File: src/rtl/fpe_pkg.sv
package fpe_pkg;
  localparam int CNT_W_DEF = 12;
  localparam int INC_W     = 2;
  typedef logic [INC_W-1:0] inc_t;
endpackage

File: src/rtl/fpe_event_sel.sv
module fpe_event_sel
  import fpe_pkg::*;
(
  input  logic crc_err,
  input  logic ft_err,
  input  logic fs_err,
  input  logic esf_mode,
  input  logic fs_report,
  input  logic sync_lost,
  output inc_t inc
);
  logic ft_q, fs_q;

  always_comb begin
    ft_q = ft_err;
    fs_q = fs_err & fs_report;
    if (sync_lost)
      inc = '0;
    else if (esf_mode)
      inc = inc_t'(crc_err);
    else
      inc = inc_t'(ft_q) + inc_t'(fs_q);
  end
endmodule

File: src/rtl/fpe_sat_accum.sv
module fpe_sat_accum
  import fpe_pkg::*;
#(
  parameter int W = CNT_W_DEF
) (
  input  logic         clk,
  input  logic         rst,
  input  logic         restart,
  input  inc_t         inc,
  output logic [W-1:0] acc
);
  localparam logic [W-1:0] MAX_V = {W{1'b1}};

  logic [W-1:0] base;
  logic [W:0]   sum;

  always_comb begin
    base = restart ? '0 : acc;
    sum  = {1'b0, base} + (W+1)'(inc);
  end

  always_ff @(posedge clk) begin
    if (rst)
      acc <= '0;
    else if (sum[W] || sum[W-1:0] == MAX_V)
      acc <= MAX_V;
    else
      acc <= sum[W-1:0];
  end
endmodule

File: src/rtl/fpe_snapshot.sv
module fpe_snapshot #(
  parameter int W = 12
) (
  input  logic         clk,
  input  logic         rst,
  input  logic         load,
  input  logic [W-1:0] d,
  output logic [W-1:0] q
);
  always_ff @(posedge clk) begin
    if (rst)
      q <= '0;
    else if (load)
      q <= d;
  end
endmodule

File: src/rtl/frame_path_errcnt.sv
module frame_path_errcnt
  import fpe_pkg::*;
#(
  parameter int CNT_W = CNT_W_DEF
) (
  input  logic             clk,
  input  logic             rst,
  input  logic             crc_err,
  input  logic             ft_err,
  input  logic             fs_err,
  input  logic             esf_mode,
  input  logic             fs_report,
  input  logic             sync_lost,
  input  logic             sec_tick,
  output logic [CNT_W-1:0] snapshot
);
  inc_t             inc;
  logic [CNT_W-1:0] acc_q;

  fpe_event_sel u_sel (
    .crc_err   (crc_err),
    .ft_err    (ft_err),
    .fs_err    (fs_err),
    .esf_mode  (esf_mode),
    .fs_report (fs_report),
    .sync_lost (sync_lost),
    .inc       (inc)
  );

  fpe_sat_accum #(.W(CNT_W)) u_acc (
    .clk     (clk),
    .rst     (rst),
    .restart (sec_tick),
    .inc     (inc),
    .acc     (acc_q)
  );

  fpe_snapshot #(.W(CNT_W)) u_snap (
    .clk  (clk),
    .rst  (rst),
    .load (sec_tick),
    .d    (acc_q),
    .q    (snapshot)
  );
endmodule

File: config.mk
export PLATFORM = sky130hd
export DESIGN_NAME = frame_path_errcnt
export DESIGN_NICKNAME = d
export VERILOG_FILES = /design/src/rtl/fpe_pkg.sv /design/src/rtl/fpe_event_sel.sv /design/src/rtl/fpe_sat_accum.sv /design/src/rtl/fpe_snapshot.sv /design/src/rtl/frame_path_errcnt.sv
export SDC_FILE = /design/constraint.sdc
export NUM_CORES = 1
export LEC_CHECK = 0
export CORE_MARGIN = 8
export CORE_UTILIZATION = 44
export CTS_BUF_LIST = sky130_fd_sc_hd__clkbuf_8
export DETAILED_ROUTE_END_ITERATION = 7
export GPL_ROUTABILITY_DRIVEN = 0
export PLACE_DENSITY = 0.69
export SLEW_MARGIN = 20
export SYNTH_ARGS = -nofsm -noshare
export SYNTH_HDL_FRONTEND = slang
export SYNTH_SLANG_ARGS = --single-unit
File: constraint.sdc
create_clock -name clk -period 3 [get_ports clk]
set_input_delay 0.6 -clock clk [delete_from_list [all_inputs] [get_ports clk]]
set_output_delay 0.6 -clock clk [all_outputs]
set_load 0.02 [all_outputs]
# Yosys cells after proc, flatten, opt, wreduce, memory -nomap -nowiden
# Index checks and enable logic that the tools add are counted.
# W data, S select, Z words.
classes:
  bitwise: 1
  addsub: 2
  reduce_logical: 1
  n_eq_ne: 1
  muxes: 4
ops:
  columns: ["cell", "n"]
  rows:
  - ["$mux W12", 2]
  - ["$add A12 B2 Y13", 1]
  - ["$eq A12 B12 Y1 const B", 1]
  - ["$mux W2", 2]
  - ["$add A1 B1 Y2", 1]
  - ["$and A1 B1 Y1", 1]
  - ["$logic_or A1 B1 Y1", 1]
word_totals:
  input_bits: 9
  reg_bits: 24
  elab_cells: 11

# Logic depth before layout (Yosys ltp)
# Gate-level depths: netlist of the first run.
depth:
  ltp_word: 8
  depth_mapped: 10

# Cells and area by module
# Synthesis of the first run repeated with hierarchy kept, for this count alone.
hier_totals:
  cells_unflattened: 111
  area_unflattened_um2: 1092.3
by_module_without_submodules:
  columns: ["module", "cells_per_inst", "area_each_um2", "n_inst", "seq_area_each_um2"]
  rows:
  - ["fpe_sat_accum", 68, 631.9, 1, 240.2]
  - ["fpe_snapshot", 38, 420.4, 1, 240.2]
  - ["fpe_event_sel", 5, 40.0, 1, 0.0]

# Worst setup path before layout of the first run
# No wires, ideal clock.
synth_timing:
  path_kind: "input to register"
  start: "in fs_err"
  end: "reg u_acc.acc[9]"
  cell_stages: 9
  setup_time_ps: 95
  arrival_ps: 2330
  required_ps: 2905
  n_path_buf: 0
  setup_slack_ps: 574
  cell_sequence: "and2_1 ha_1 mux2i_1 nor2_1 ha_1 fa_1 nand4_1 or4b_4 o311ai_1"
synth_between:
  elab_chain_cells: 8
synth_rtl:
  columns: ["item", "line_no", "text"]
  rows:
  - ["start, declared", "frame_path_errcnt.sv:10", "input logic fs_err,"]
  - ["$and A1 B1 Y1 (*)", "fpe_event_sel.sv:16", "fs_q = fs_err & fs_report;"]
  - ["$add A1 B1 Y2 (*)", "fpe_event_sel.sv:22", "inc = inc_t'(ft_q) + inc_t'(fs_q);"]
  - ["$mux W2 (*)", "fpe_event_sel.sv:19", "else if (esf_mode)"]
  - ["$mux W2 (*)", "fpe_event_sel.sv:17", "if (sync_lost)"]
  - ["$add A12 B2 Y13 (*)", "fpe_sat_accum.sv:19", "sum = {1'b0, base} + (W+1)'(inc);"]
  - ["$eq A12 B12 Y1", "fpe_sat_accum.sv:25", "else if (sum[W] || sum[W-1:0] == MAX_V)"]
  - ["$logic_or A1 B1 Y1", "fpe_sat_accum.sv:25", null]
  - ["$mux W12 (*)", "fpe_sat_accum.sv:25", null]
  - ["end signal, assigned", "fpe_sat_accum.sv:28", "acc <= sum[W-1:0];"]
  - ["end, declared", "fpe_sat_accum.sv:10", "output logic [W-1:0] acc"]
# Mark *: on every way between the ends. The rest lies on a longest branch, timed or not.
# A chain may end at the register's enable or synchronous reset.

# Worst setup path after layout of the first run
layout_timing:
  start: "in fs_err"
  end: "reg u_acc.acc[8]"
# Same word-level chain as after synthesis.

==> results of run 1 <==
==> cell families after synthesis <==
family / synth area share, %
AOI/OAI and AO/OA: 7.683
xor gates and xnor gates: 4.677
adders and majority gates: 5.123
buffers and inverters: 3.785
DFF: 42.76
muxes: 11.58
and+or+nand+nor: 24.39
==> worst max path at each step <==
stage | from | to | depth (start not counted)
2_1_floorplan | fs_err | u_acc.acc[9] | 9
3_3_place_gp | fs_err | u_acc.acc[9] | 10
3_5_place_dp | fs_err | u_acc.acc[8] | 10
4_1_cts | fs_err | u_acc.acc[2] | 9
5_1_grt | fs_err | u_acc.acc[0] | 9
6_report | fs_err | u_acc.acc[8] | 12
==> cell usage in the layout (no fill, tap or decap), types with 4 or more instances in the layout <==
master,netlist,layout
clkbuf_8,0,4
nor3_1,6,6
nand4_1,4,4
mux2i_1,13,13
a21oi_1,7,7
xnor2_1,4,4
nor2_1,14,14
clkdlybuf4s50_1,0,20
nand2_1,6,6
buf_4,0,4
dfxtp_1,24,24
==> metal layers <==
metal | part of all wire (%) | track usage (%) | up-vias
met5 | 0 | 0 | -
met4 | 2.0 | 6.400 | 0
met3 | 9.2 | 3.859 | 5
met2 | 45 | 17.73 | 31
met1 | 43 | 14.71 | 451
li1 | - | - | 467
==> per-stage QoR <==
step / setup slack [ns] / total power, mW / instance area, µm² / cells
after floorplan: 0.5745 / 0.3527 / 1124 / 121
after global placement: 0.1391 / 0.3695 / 1360 / 168
after detailed placement: 0.07226 / 0.3698 / 1360 / 168
after CTS: 0.3181 / 0.5867 / 1415 / 172
after global routing: 0.07143 / 0.6029 / 1415 / 172
final: 0.3437 / 0.5800 / 1415 / 172
==> registers in the layout, summed over array words and instances, names as in the netlist <==
signal and flops:
u_acc.acc 12, u_snap.q 12
==> cell type report <==
cell class | instances | area [µm²]
Fill cell | 218 | 1040
Multi-Input combinational cell | 87 | 600.6
Sequential cell | 24 | 480.5
Timing Repair Buffer | 24 | 230.2
Clock buffer | 4 | 55.05
Tap cell | 30 | 37.54
Inverter | 3 | 11.26
==> power by group <==
part	total, mW	internal (mW)	switching [mW]
clock network	0.218	0.117	0.101
logic	0.0409	0.0213	0.0196
registers	0.321	0.320	0.000913
total	0.580	0.459	0.121
==> worst min-delay path, stage by stage (launching register included) <==
cell and delay, ns:
dfxtp_1 0.32, mux2i_1 0.06, nor2_1 0.07
==> out/results.tsv, run 1 <==
metric	value	unit
outcome	finished, final reports clean	
max_freq	376.5	MHz
grt_max_degree	27	
yosysWarnings	0	
post-route-period-util	88.54	%
maxSlewHeadroom	72.57	%
vias_per_cell	5.547	
synth_top_area_share	42.76	%
worstReg2RegEnd	u_acc.acc[8]	
reg2regPathDepth	8	
core	0.002455	mm²
arrival	2.81	ns
finalClockSkew	0.003217	ns
die_area	0.004427	mm²
via_count	954	
cp_data_required_time	3.15	ns
routed_wl	2381	µm
reg2reg_from	u_acc.acc[0]	
synth_cells	121	
slowest_delay	0.39	ns
netlist-cell-type-count	33	
ctsRootBufferMaster	clkbuf_8	
synth-seq-cells	24	
antenna_found_initial	0	
cts_hold_buf	0	
hold_viol	0	
ctsLongestPathBuffers	2	
synthToLayoutAreaGrowth	25.95	%
cpMostUsedCell	ha_1	
dr.pass1.iters	4	
cts_resized	0	
portBuffers	20	
slew_viol_final	0	
cts.sinks	24	
grt_usage	11.86	%
yosysSeqAreaShare	42.76	%
final_layout_size_suffix_gt1_share	8.451	%
whs	0.4909	ns
grt_pass1_wl	4112	µm
path_clk_slew	0.08	ns
synth_most_common_cell	dfxtp_1	
clk_latency	0.27	ns
post_cts_buffers	0	
start_util	45.77	%
final_antenna_net_count	0	
min_to	u_snap.q[0]	
async_flop_share	0	%
power_density	409.9	mW/mm²
synth_commonest_cells	dfxtp_1 (24), nor2_1 (14), mux2i_1 (13)	
nNetsFinal	156	
synth.area.top_cells	dfxtp_1 (43%), mux2i_1 (12%), nor2_1 (4.7%)	
cp-start-kind	input port	
tightest_slew	0.4106	ns
ir_drop	374.3	µV
die_h	66.54	µm
synth_flop_cell	dfxtp_1	
die_x	66.54	µm
min_from	u_acc.acc[0]	
wire_per_inst	13.84	µm
setup_viol	0	
placementRows	18	
worstPathCellList	clkdlybuf4s50_1, and2_1, ha_1, mux2i_1, nor2_1, ha_1, fa_1, buf_4, nand2_1, nor4_1, xnor2_1, a21oi_1	
regToRegSetupSlack	1.19	ns
critPathTopFamily	simple AND/OR/NAND/NOR gates	
syn-mean-instance-area	9.286	µm²
syn-cell-area	0.001124	mm²
crit_type	in2reg	
synth-edff-count	0	
finalSetupTns	0	ns
cp_slowest_cell	clkdlybuf4s50_1	
finalCriticalPeriod	2.656	ns
grt_overflow	0	
cts_made_buffers	3	
hold_path.class	reg2reg	
cts_tree	built	
dpl.hpwl	1724	µm
cp_num_buf_inv	2	
mappedNetlistNets	134	
final_core_util	57.65	%
drc	0	
yosysTopAreaCell	dfxtp_1	
end_kind	flip-flop	
cap_violations	0	
p_leak	0.5509	nW
num_io_pins	21	
grt_pass1_vias	888	
crit_fanout	3	
drtIter0Drc	44	
whs_path_depth	2	
htree_levels	1	
grt_setup_unrepaired	false	
antenna_cells	0	
Note: power is estimated with default switching activity, not from simulation.
==> run 2: changes to the inputs <==
Settings changed: CORE_MARGIN 8 to 2, SYNTH_HIERARCHICAL from default to 1.
==> run 2 against run 1 <==
Cell area down 3.1%. Maximum frequency decreased by 5.1%. Highest routed layer unchanged. Combinational power decreased by 4%. Non-clock buffer count fell by 1. Clock power fell by 16%. Sequential share of layout area is 1.1 points higher. Die area fell by 35%. Synthesized area fell by 2.8%. Utilization fell by 0.74 points. Via count fell by 9.4%. Register-to-register slack lost 0.06 ns.
==> out/results.tsv, run 2 <==
metric	value	unit	change
final_layout_size_suffix_gt1_share	8.271	%	-0.18 points
cpMostUsedCell	ha_1		
drc	0		unchanged
grt_pass1_vias	761		-14%
yosys.area_share.adder	5.269	%	+0.15 points
slew_viol_final	0		unchanged
arrival	2.94	ns	+0.13 ns
synth_compound_area_share	8.247	%	+0.56 points
worstPathCellList	clkdlybuf4s50_1, and2_1, ha_1, mux2i_1, nor2_1, ha_1, fa_1, nand3b_1, nor2_4, o41ai_1, a21oi_1		
slowest_delay	0.40	ns	about the same
multi_input_area	581.8	µm²	-3.1%
synth_flop_cell	dfxtp_1		
antenna_cells	0		unchanged
fillers	223		+2.3%
synthToLayoutAreaGrowth	25.54	%	
synth_most_common_cell	dfxtp_1		
clk_latency	0.26	ns	about the same
async_flop_share	0	%	unchanged
hold_path.class	reg2reg		
grt_setup_unrepaired	false		
cap_violations	0		unchanged
routed_wl	2152	µm	-9.6%
synth-edff-count	0		unchanged
dp.cells	160		-4.8%
reg2regPathDepth	7		-1
grt_max_degree	21		-22%
min_from	u_acc/acc[1]		
end_kind	flip-flop		
maxSlewHeadroom	63.75	%	-8.8 points
path_clk_slew	0.08	ns	about the same
synth_xor_area_share	5.613	%	+0.94 points
vias_per_cell	5.301		-4.4%
layout_common_cells	dfxtp_1 (24), clkdlybuf4s50_1 (20), mux2i_1 (13), nor2_1 (13), a21oi_1 (11)		
cts_hold_buf	0		unchanged
synth.area.top_cells	dfxtp_1 (44%), mux2i_1 (12%), xnor2_1 (5.6%)		
cts.sinks	24		unchanged
top_regs	u_acc/acc: 12 flops, u_snap/q: 12 flops		
whs_path_depth	2		unchanged
die_h	53.83	µm	-19%
htree_levels	1		unchanged
post_cts_buffers	0		unchanged
post-route-period-util	93.29	%	+4.7 points
ir_drop	285.2	µV	-24%
p_leak	0.5082	nW	-7.8%
placementRows	18		unchanged
outcome	finished, final reports clean		
core	0.002410	mm²	-1.8%
drtIter0Drc	15		-66%
antenna_found_initial	0		unchanged
synth_top_area_share	43.99	%	+1.2 points
crit_fanout	5		+2
grt_overflow	0		unchanged
power_density	397.1	mW/mm²	-3.1%
portBuffers	20		unchanged
synth_cells	111		-8.3%
ctsLongestPathBuffers	2		unchanged
finalClockSkew	0.004269	ns	+0.001052 ns
synth_top_family_by_area	simple AND/OR/NAND/NOR gates		
via_count	864		-9.4%
mappedNetlistNets	124		-7.5%
crit_type	in2reg		
grt_usage	16.66	%	+4.8 points
regToRegSetupSlack	1.13	ns	-0.06 ns
synth.area.mux_share	11.91	%	+0.33 points
netlist-cell-type-count	34		+3.0%
setup_viol	0		unchanged
num_io_pins	21		unchanged
dr.pass1.iters	4		unchanged
fin_cells	163		-5.2%
stdcell_area	0.001371	mm²	-3.1%
cp_slowest_cell	clkdlybuf4s50_1		
dpl.hpwl	1502	µm	-13%
final_common_cell	dfxtp_1		
synth-seq-cells	24		unchanged
cp-start-kind	input port		
final_antenna_net_count	0		unchanged
finalCriticalPeriod	2.799	ns	+0.1423 ns
cp_data_required_time	3.15	ns	about the same
place_area	0.001330	mm²	-2.2%
cts_tree	built		
yosysSeqAreaShare	43.99	%	+1.2 points
yosysWarnings	6		+6
worstReg2RegEnd	u_acc/acc[11]		
die_area	0.002897	mm²	-35%
start_util	45.33	%	-0.44 points
hold_viol	0		unchanged
min_to	u_snap/q[1]		
max_freq	357.3	MHz	-5.1%
syn-mean-instance-area	9.841	µm²	+6.0%
ctsRootBufferMaster	clkbuf_8		
cts_made_buffers	3		unchanged
die_x	53.83	µm	-19%
synthSimpleGateAreaFrac	22.22	%	-2.2 points
reg2reg_from	u_acc/acc[0]		
tightest_slew	0.5437	ns	+0.1331 ns
cts_resized	0		unchanged
grt_pass1_wl	3415	µm	-17%
nNetsFinal	148		-5.1%
synth_commonest_cells	dfxtp_1 (24), mux2i_1 (13), nor2_1 (13)		
yosysTopAreaCell	dfxtp_1		
seq_area	480.5	µm²	unchanged
wire_per_inst	13.20	µm	-4.6%
syn-cell-area	0.001092	mm²	-2.8%
==> run 2: cells by family (layout without fill, tap and decap cells) <==
group / Yosys count / count (layout)
AOI/OAI and AO/OA: 16 / 16
xor gates and xnor gates: 7 / 7
adders and majority gates: 4 / 4
buffers and inverters: 6 / 28
DFF: 24 / 24
muxes: 13 / 13
and+or+nand+nor: 41 / 41
==> run 2: stage by stage <==
step	worst slack, ns	power (mW)	hold WS [ns]	TNS [ns]	util [%]
global route	0.01307	0.5631	0.5304	0	56.91
global placement	0.05656	0.3680	0.4737	0	55.19
finish	0.2014	0.5446	0.4916	0	56.91
floorplan	0.4685	0.3504	0.4556	0	-
detailed placement	-0.05452	0.3688	0.4817	-0.05452	55.19
CTS	0.2148	0.5503	0.5007	0	56.91
==> run 2: cell type report <==
cell class	count	share of cell area, %
timing repair buffer	23	16.24
inverter	2	0.5474
multi-input combinational	81	42.43
sequential	24	35.04
tap	30	2.737
clock buffer	3	3.011
==> run 2: worst max-delay path by stage <==
stage                       from             to  slack (ns)  cells past startpoint
final                     fs_err  u_acc/acc[11]        0.20                     11
after global routing      fs_err   u_acc/acc[7]        0.01                      9
after CTS                 fs_err  u_acc/acc[11]        0.21                     11
after detailed placement  fs_err  u_acc/acc[11]       -0.05                     11
after global placement    fs_err  u_acc/acc[11]        0.06                     11
after floorplan           fs_err  u_acc/acc[11]        0.47                     10
==> run 2: where the power goes <==
| group | switching (mW) | total [mW] | internal [mW] |
|---|---|---|---|
| Clock | 0.0943 | 0.184 | 0.0897 |
| Sequential | 0.000814 | 0.321 | 0.320 |
| Combinational | 0.0186 | 0.0394 | 0.0208 |
==> run 2: worst max-delay path: cells and delay by family <==
kind / cells / cell delay, ns
fa+ha+maj: 3 / 0.88
simple gates: 4 / 0.47
compound gates: 2 / 0.47
buf+inv: 1 / 0.40
mux: 1 / 0.14
==> run 2: per-layer routing <==
layer,global-route usage [%],up-vias,routed length (µm)
met5,0,-,0
met4,8.974,0,43
met3,2.778,5,107
met2,26.02,22,1035
met1,21.84,404,966
li1,-,433,-
